$ cat config.mk
export PLATFORM = sky130hd
export DESIGN_NAME = ls_addr_lane
export DESIGN_NICKNAME = d
export VERILOG_FILES = /design/src/rtl/ls_pkg.sv /design/src/rtl/ls_agen.sv /design/src/rtl/ls_store_lane.sv /design/src/rtl/ls_load_lane.sv /design/src/rtl/ls_addr_lane.sv
export SDC_FILE = /design/constraint.sdc
export NUM_CORES = 1
export LEC_CHECK = 0
export ABC_AREA = 1
export BUFFER_PORTS_ARGS = -buffer_cell sky130_fd_sc_hd__buf_4
export CAP_MARGIN = 20
export CORE_MARGIN = 4
export CORE_UTILIZATION = 48
export CTS_BUF_LIST = sky130_fd_sc_hd__clkbuf_8
export DETAILED_ROUTE_END_ITERATION = 16
export PLACE_DENSITY_LB_ADDON = 0.05
export SETUP_SLACK_MARGIN = 0.15
export SLEW_MARGIN = 5
export SYNTH_ARGS = -nofsm -noshare
export SYNTH_HDL_FRONTEND = slang
export SYNTH_SLANG_ARGS = --single-unit
$ cat constraint.sdc
create_clock -name clk -period 3.7 [get_ports clk]
set_input_delay 0.185 -clock clk [delete_from_list [all_inputs] [get_ports clk]]
set_output_delay 0.185 -clock clk [all_outputs]
set_load 0.005 [all_outputs]
$ cat src/rtl/ls_pkg.sv
package ls_pkg;
  typedef enum logic [1:0] {
    SZ_BYTE  = 2'd0,
    SZ_HALF  = 2'd1,
    SZ_WORD  = 2'd2,
    SZ_WORD3 = 2'd3
  } acc_size_e;

  typedef enum logic [1:0] {
    AM_OFFSET  = 2'd0,
    AM_PRE     = 2'd1,
    AM_POST    = 2'd2,
    AM_OFFSET3 = 2'd3
  } addr_mode_e;
endpackage

$ cat src/rtl/ls_agen.sv
module ls_agen #(
  parameter int AW   = 32,
  parameter int SH_W = 5
) (
  input  logic [AW-1:0]   base,
  input  logic [AW-1:0]   imm,
  input  logic [AW-1:0]   regv,
  input  logic            use_reg,
  input  logic [SH_W-1:0] shamt,
  input  logic            sub,
  input  logic [1:0]      mode,
  output logic [AW-1:0]   acc_addr,
  output logic            indexed,
  output logic [AW-1:0]   new_base
);
  import ls_pkg::*;

  logic [AW-1:0] offset;
  logic [AW-1:0] sum;

  always_comb begin
    offset = use_reg ? (regv << shamt) : imm;
    sum    = sub ? (base - offset) : (base + offset);
    unique case (addr_mode_e'(mode))
      AM_PRE:  begin acc_addr = sum;  indexed = 1'b1; end
      AM_POST: begin acc_addr = base; indexed = 1'b1; end
      default: begin acc_addr = sum;  indexed = 1'b0; end
    endcase
    new_base = sum;
  end
endmodule

$ cat src/rtl/ls_store_lane.sv
module ls_store_lane #(
  parameter int DW = 32
) (
  input  logic [1:0]      size,
  input  logic [1:0]      lo,
  input  logic            big,
  input  logic [DW-1:0]   wdata,
  output logic [DW/8-1:0] be,
  output logic [DW-1:0]   lane_data,
  output logic            misalign
);
  import ls_pkg::*;
  localparam int NB = DW / 8;
  localparam int NH = DW / 16;

  logic [DW-1:0] byte_rep;
  logic [DW-1:0] half_rep;

  genvar g;
  generate
    for (g = 0; g < NB; g++) begin : g_brep
      assign byte_rep[g*8 +: 8] = wdata[7:0];
    end
    for (g = 0; g < NH; g++) begin : g_hrep
      assign half_rep[g*16 +: 16] = wdata[15:0];
    end
  endgenerate

  always_comb begin
    be        = '0;
    lane_data = wdata;
    misalign  = 1'b0;
    unique case (acc_size_e'(size))
      SZ_BYTE: begin
        lane_data = byte_rep;
        unique case ({big, lo})
          3'b000, 3'b111: be = 4'b0001;
          3'b001, 3'b110: be = 4'b0010;
          3'b010, 3'b101: be = 4'b0100;
          default:        be = 4'b1000;
        endcase
      end
      SZ_HALF: begin
        lane_data = half_rep;
        misalign  = lo[0];
        if (!lo[0]) be = (lo[1] ^ big) ? 4'b1100 : 4'b0011;
      end
      default: begin
        misalign = |lo;
        if (lo == 2'b00) be = '1;
      end
    endcase
  end
endmodule

$ cat src/rtl/ls_load_lane.sv
module ls_load_lane #(
  parameter int DW = 32
) (
  input  logic [1:0]    size,
  input  logic [1:0]    lo,
  input  logic          big,
  input  logic [DW-1:0] rdata,
  output logic [DW-1:0] value
);
  import ls_pkg::*;

  logic [1:0] bsel;
  logic       hsel;
  logic [7:0]  bval;
  logic [15:0] hval;

  always_comb begin
    bsel = big ? ~lo : lo;
    hsel = lo[1] ^ big;
    unique case (bsel)
      2'd0:    bval = rdata[7:0];
      2'd1:    bval = rdata[15:8];
      2'd2:    bval = rdata[23:16];
      default: bval = rdata[31:24];
    endcase
    hval = hsel ? rdata[31:16] : rdata[15:0];
    unique case (acc_size_e'(size))
      SZ_BYTE: value = {{(DW-8){1'b0}}, bval};
      SZ_HALF: value = {{(DW-16){1'b0}}, hval};
      default: value = rdata;
    endcase
  end
endmodule

$ cat src/rtl/ls_addr_lane.sv
module ls_addr_lane #(
  parameter int AW   = 32,
  parameter int DW   = 32,
  parameter int SH_W = 5
) (
  input  logic            clk,
  input  logic            rst,
  input  logic            cfg_big_endian,
  input  logic            req_valid,
  input  logic            req_store,
  input  logic [1:0]      req_size,
  input  logic [1:0]      req_mode,
  input  logic [AW-1:0]   req_base,
  input  logic [AW-1:0]   req_imm,
  input  logic [AW-1:0]   req_reg,
  input  logic            req_use_reg,
  input  logic [SH_W-1:0] req_shamt,
  input  logic            req_sub,
  input  logic [DW-1:0]   req_wdata,
  input  logic [DW-1:0]   mem_rdata,
  output logic            out_valid,
  output logic            out_store,
  output logic [AW-1:0]   out_addr,
  output logic [DW/8-1:0] out_be,
  output logic [DW-1:0]   out_wdata,
  output logic            out_err,
  output logic            out_wb_en,
  output logic [AW-1:0]   out_wb_data,
  output logic            ld_valid,
  output logic [DW-1:0]   ld_data
);
  localparam int NB = DW / 8;

  logic            big_q;
  logic [AW-1:0]   acc_addr;
  logic            indexed;
  logic [AW-1:0]   new_base;
  logic [NB-1:0]   be_c;
  logic [DW-1:0]   lane_c;
  logic            mis_c;
  logic [1:0]      size_q;
  logic [DW-1:0]   ld_c;

  always_ff @(posedge clk) begin
    if (rst) big_q <= cfg_big_endian;
  end

  ls_agen #(.AW(AW), .SH_W(SH_W)) u_agen (
    .base(req_base), .imm(req_imm), .regv(req_reg), .use_reg(req_use_reg),
    .shamt(req_shamt), .sub(req_sub), .mode(req_mode),
    .acc_addr(acc_addr), .indexed(indexed), .new_base(new_base)
  );

  ls_store_lane #(.DW(DW)) u_st (
    .size(req_size), .lo(acc_addr[1:0]), .big(big_q), .wdata(req_wdata),
    .be(be_c), .lane_data(lane_c), .misalign(mis_c)
  );

  ls_load_lane #(.DW(DW)) u_ld (
    .size(size_q), .lo(out_addr[1:0]), .big(big_q), .rdata(mem_rdata),
    .value(ld_c)
  );

  always_ff @(posedge clk) begin
    if (rst) begin
      out_valid   <= 1'b0;
      out_store   <= 1'b0;
      out_addr    <= '0;
      out_be      <= '0;
      out_wdata   <= '0;
      out_err     <= 1'b0;
      out_wb_en   <= 1'b0;
      out_wb_data <= '0;
      size_q      <= '0;
      ld_valid    <= 1'b0;
      ld_data     <= '0;
    end else begin
      out_valid   <= req_valid;
      out_store   <= req_valid & req_store;
      out_addr    <= req_valid ? acc_addr : '0;
      out_be      <= (req_valid & ~mis_c) ? be_c : '0;
      out_wdata   <= req_valid ? lane_c : '0;
      out_err     <= req_valid & mis_c;
      out_wb_en   <= req_valid & indexed & ~mis_c;
      out_wb_data <= req_valid ? new_base : '0;
      size_q      <= req_size;
      ld_valid    <= out_valid & ~out_store & ~out_err;
      if (out_valid & ~out_store & ~out_err) ld_data <= ld_c;
    end
  end
endmodule

==> key figures <==
Yosys
  – Synthesized area per cell: 6.34 um2
  – Sequential share of the synthesized area: 30.1%
  – Post-synth cell types: 44
  – Area contributors post-synth: dfxtp_1, nand2_1, nand3_1
  – Syn_nets: 1685
  – Post-synth top area share: roughly 30%
  – Synthesized flop and latch total: 140
  – YS warnings: 0
  – Synthesized area: slightly above 9000 um2
  – Syn Inst Count: 1475
  – Post-synth top area cell: dfxtp_1

Power
  – Lkg Pwr: 0.00770 uW
  – Comb pwr share: 43.7%
  – Total chip power: approximately 5400 uW
  – Cell internal pwr: 3370 uW
  – NetSw: 2020 uW
  – Pwr per Cell Area: 360 nW/um2
  – Peak supply drop: 0.000252 V
  – Switching part of the total: between 30% and 40%
  – Seq pwr share: 31.2%
  – Clock share of power: between 20% and 30%

Final layout
  – Number of fillers in the final layout: 1436
  – Nets: 2211
  – Synthesis-to-finish area growth: 60.2%
  – Multi-input logic area: 6230 um2
  – FF+latch area: ~2800 um2
  – Share of layout cells above drive strength 1: 34.5%
  – Most frequent cells in the layout: buf_4, nand2_1, nand3_1
  – Post-route cell area: approximately 15000 um2
  – Commonest non-fill, non-tap cell in the layout: buf_4

Worst hold path
  – Hold Crit Class: input port to flip-flop
  – WHS Path Cells: 3

STA
  – Achievable Freq: 0.294 GHz
  – # setup viols final: 0
  – Final period util: 92.0%
  – TNS Setup: 0 ps
  – Max Slew Vio Count: 0
  – Min Clock Period, post-route: 3400 ps
  – Worst slew margin: a little under two fifths
  – Final hold vios: 0
  – Clock skew: 15.5 ps
  – Worst-Margin Slew: 937 ps
  – RSZ-0062 raised after global routing: true

Clocking
  – CTS Buf Count: 17
  – Htree depth: 4
  – TritonCTS clock tree: done
  – Clock transition at the registers of the reported paths: 110 ps
  – CTS Sinks: 140
  – Worst-Skew Late Latency: 460 ps
  – Worst-case clock buffer depth: 2
  – Root Buffer: clkbuf_8

Critical path
  – Crit path kind: input port to flip-flop
  – Worst path slowest cell: ha_1
  – Worst reg2reg path depth: 8
  – Worst-path maximum fanout: 14
  – Req. time, crit path: slightly above 4000 ps
  – Crit-path max cell delay: 320 ps
  – Startpoint type of the worst setup path: input port
  – CP Capture Type: flip-flop
  – Most frequent CP cell: nand2_1
  – Crit path DAT: 3790 ps

Drt
  – Routed vias: 12.1k
  – Avg Vias per Cell: 5.32
  – DRT Pass-1 Iters: 5
  – # DRC: 0
  – First-iteration detailed-routing DRC count: between 700 and 800
  – Routed wire length: 36900 um
  – WL per Instance: between 15 and 20 um
  – Antenna Nets Post-Route: 0

Status
  – Status: completed

Die
  – Die height: 148 um
  – Die ar.: 21800 um2
  – Initial core utilization: 49.3%
  – Std cell rows: 50
  – Number of I/O pins: 313
  – Core ar.: 19000 um2
  – Chip width: 148 um

Placed design
  – Gpl congestion: 0.938
  – Dpl hpwl: 26400 um
  – PortBufs: 312
  – Post-Place Cell Area: 13100 um2

Global routing
  – Pin count of the biggest net entering global routing: 59
  – Antenna violations before repair: 0
  – First-pass GRT wire length: 57600 um
  – Vias in the first global route: about 12k
  – GRT overflow: 0
  – Total GRT Usage: about 32%

Flow run
  – Max Cap Viol: 0
## state kept, by name, summed over array words and instances (netlist names)
| register | flops |
|---|---|
| out_wb_data | 32 |
| out_wdata | 32 |
| ld_data | 32 |
| out_addr | 32 |
| out_wb_en | 1 |
| out_err | 1 |
| out_store | 1 |
| ld_valid | 1 |
| out_be | 4 |
| size_q | 2 |
| big_q | 1 |
| out_valid | 1 |
## through the flow
step | util, % | cells | hold slack (ps) | worst slack, ps
after CTS | 75.4 | 2264 | 1.59 | 160
after global routing | 79.0 | 2274 | 28.2 | 4.22
final | 79.0 | 2275 | 26.0 | 296
after global placement | 69.3 | 2163 | 364 | -621
after detailed placement | 69.3 | 2163 | 365 | -574
after floorplan | - | 1475 | 254 | 164
## cells in the mapped netlist, drive strengths merged
library cell    n
nand4          12
dfxtp         139
or3             1
a21boi          1
clkinv          3
nor4            2
xor2           33
inv           154
o21ai          62
o311ai          2
o21bai          1
a211oi          8
edfxtp          1
a21o            1
ha             33
and2            2
nor3            9
fa              1
o211ai         27
a31oi           1
xnor2          22
o21a            4
a221oi          1
a22oi           1
nand2         359
or2             6
nor2          143
o22ai           2
a21oi         103
buf            27
nand3b          4
clkbuf         44
nand3         255
o31ai          11
## layout make-up
cell class,count,area share [%]
multi-input combinational,1107,41.6
clock inverter,15,1.34
timing repair buffer,578,30.5
antenna,1,0.0167
tap,260,2.17
inverter,157,4.04
clock buffer,17,1.56
sequential,140,18.8
## logic make-up (layout without fill, tap and decap cells)
family	count (synthesis)	in the layout	synth area share [%]
simple gates	793	793	36.8
buf+inv	228	767	9.71
compound gates	225	225	13.6
flops	140	140	30.1
xor+xnor	55	55	5.15
fa+ha+maj	34	34	4.63
other cells	0	1	0
## critical path, delay by kind of cell
kind	cells	cell delay, ps
and+or+nand+nor	12	1340
AOI/OAI and AO/OA	6	1050
buffers and inverters	8	730
adders and majority gates	1	320
xor gates and xnor gates	1	150
## path summary, 6_finish.rpt
kind / startpoint / endpoint / slack, ps
setup / recovery: req_shamt[0] / out_addr[31] / 300
hold reg to reg: ld_data[21] / ld_data[21] / 480
hold / removal: mem_rdata[20] / ld_data[20] / 30
setup reg to reg: big_q / ld_data[7] / 1560
## routing by layer
metal,vias up,wire length (um),track usage [%]
met5,-,0,0
met4,0,1270,12.3
met3,90,3210,6.65
met2,602,18200,56.9
met1,5504,14300,38.5
li1,5913,-,-
## timing repair
item / CTS / global route
hold endpoints to repair: 64 / 0
buffers inserted: 1 / 10
hold buffers: 68 / 0
gates resized for setup: 9 / 144
pin swaps: 1 / 29
endpoints found under the setup margin: 6 / 39
## power by group through the flow
stage / registers (uW) / logic (uW) / clock network, uW
floorplan: 1720 / 1050 / 0
global placement: 1710 / 2080 / 0
detailed placement: 1710 / 2090 / 0
CTS: 1680 / 2180 / 1360
global route: 1690 / 2580 / 1420
finish: 1680 / 2360 / 1350
Power figures use the tool's default switching activity.
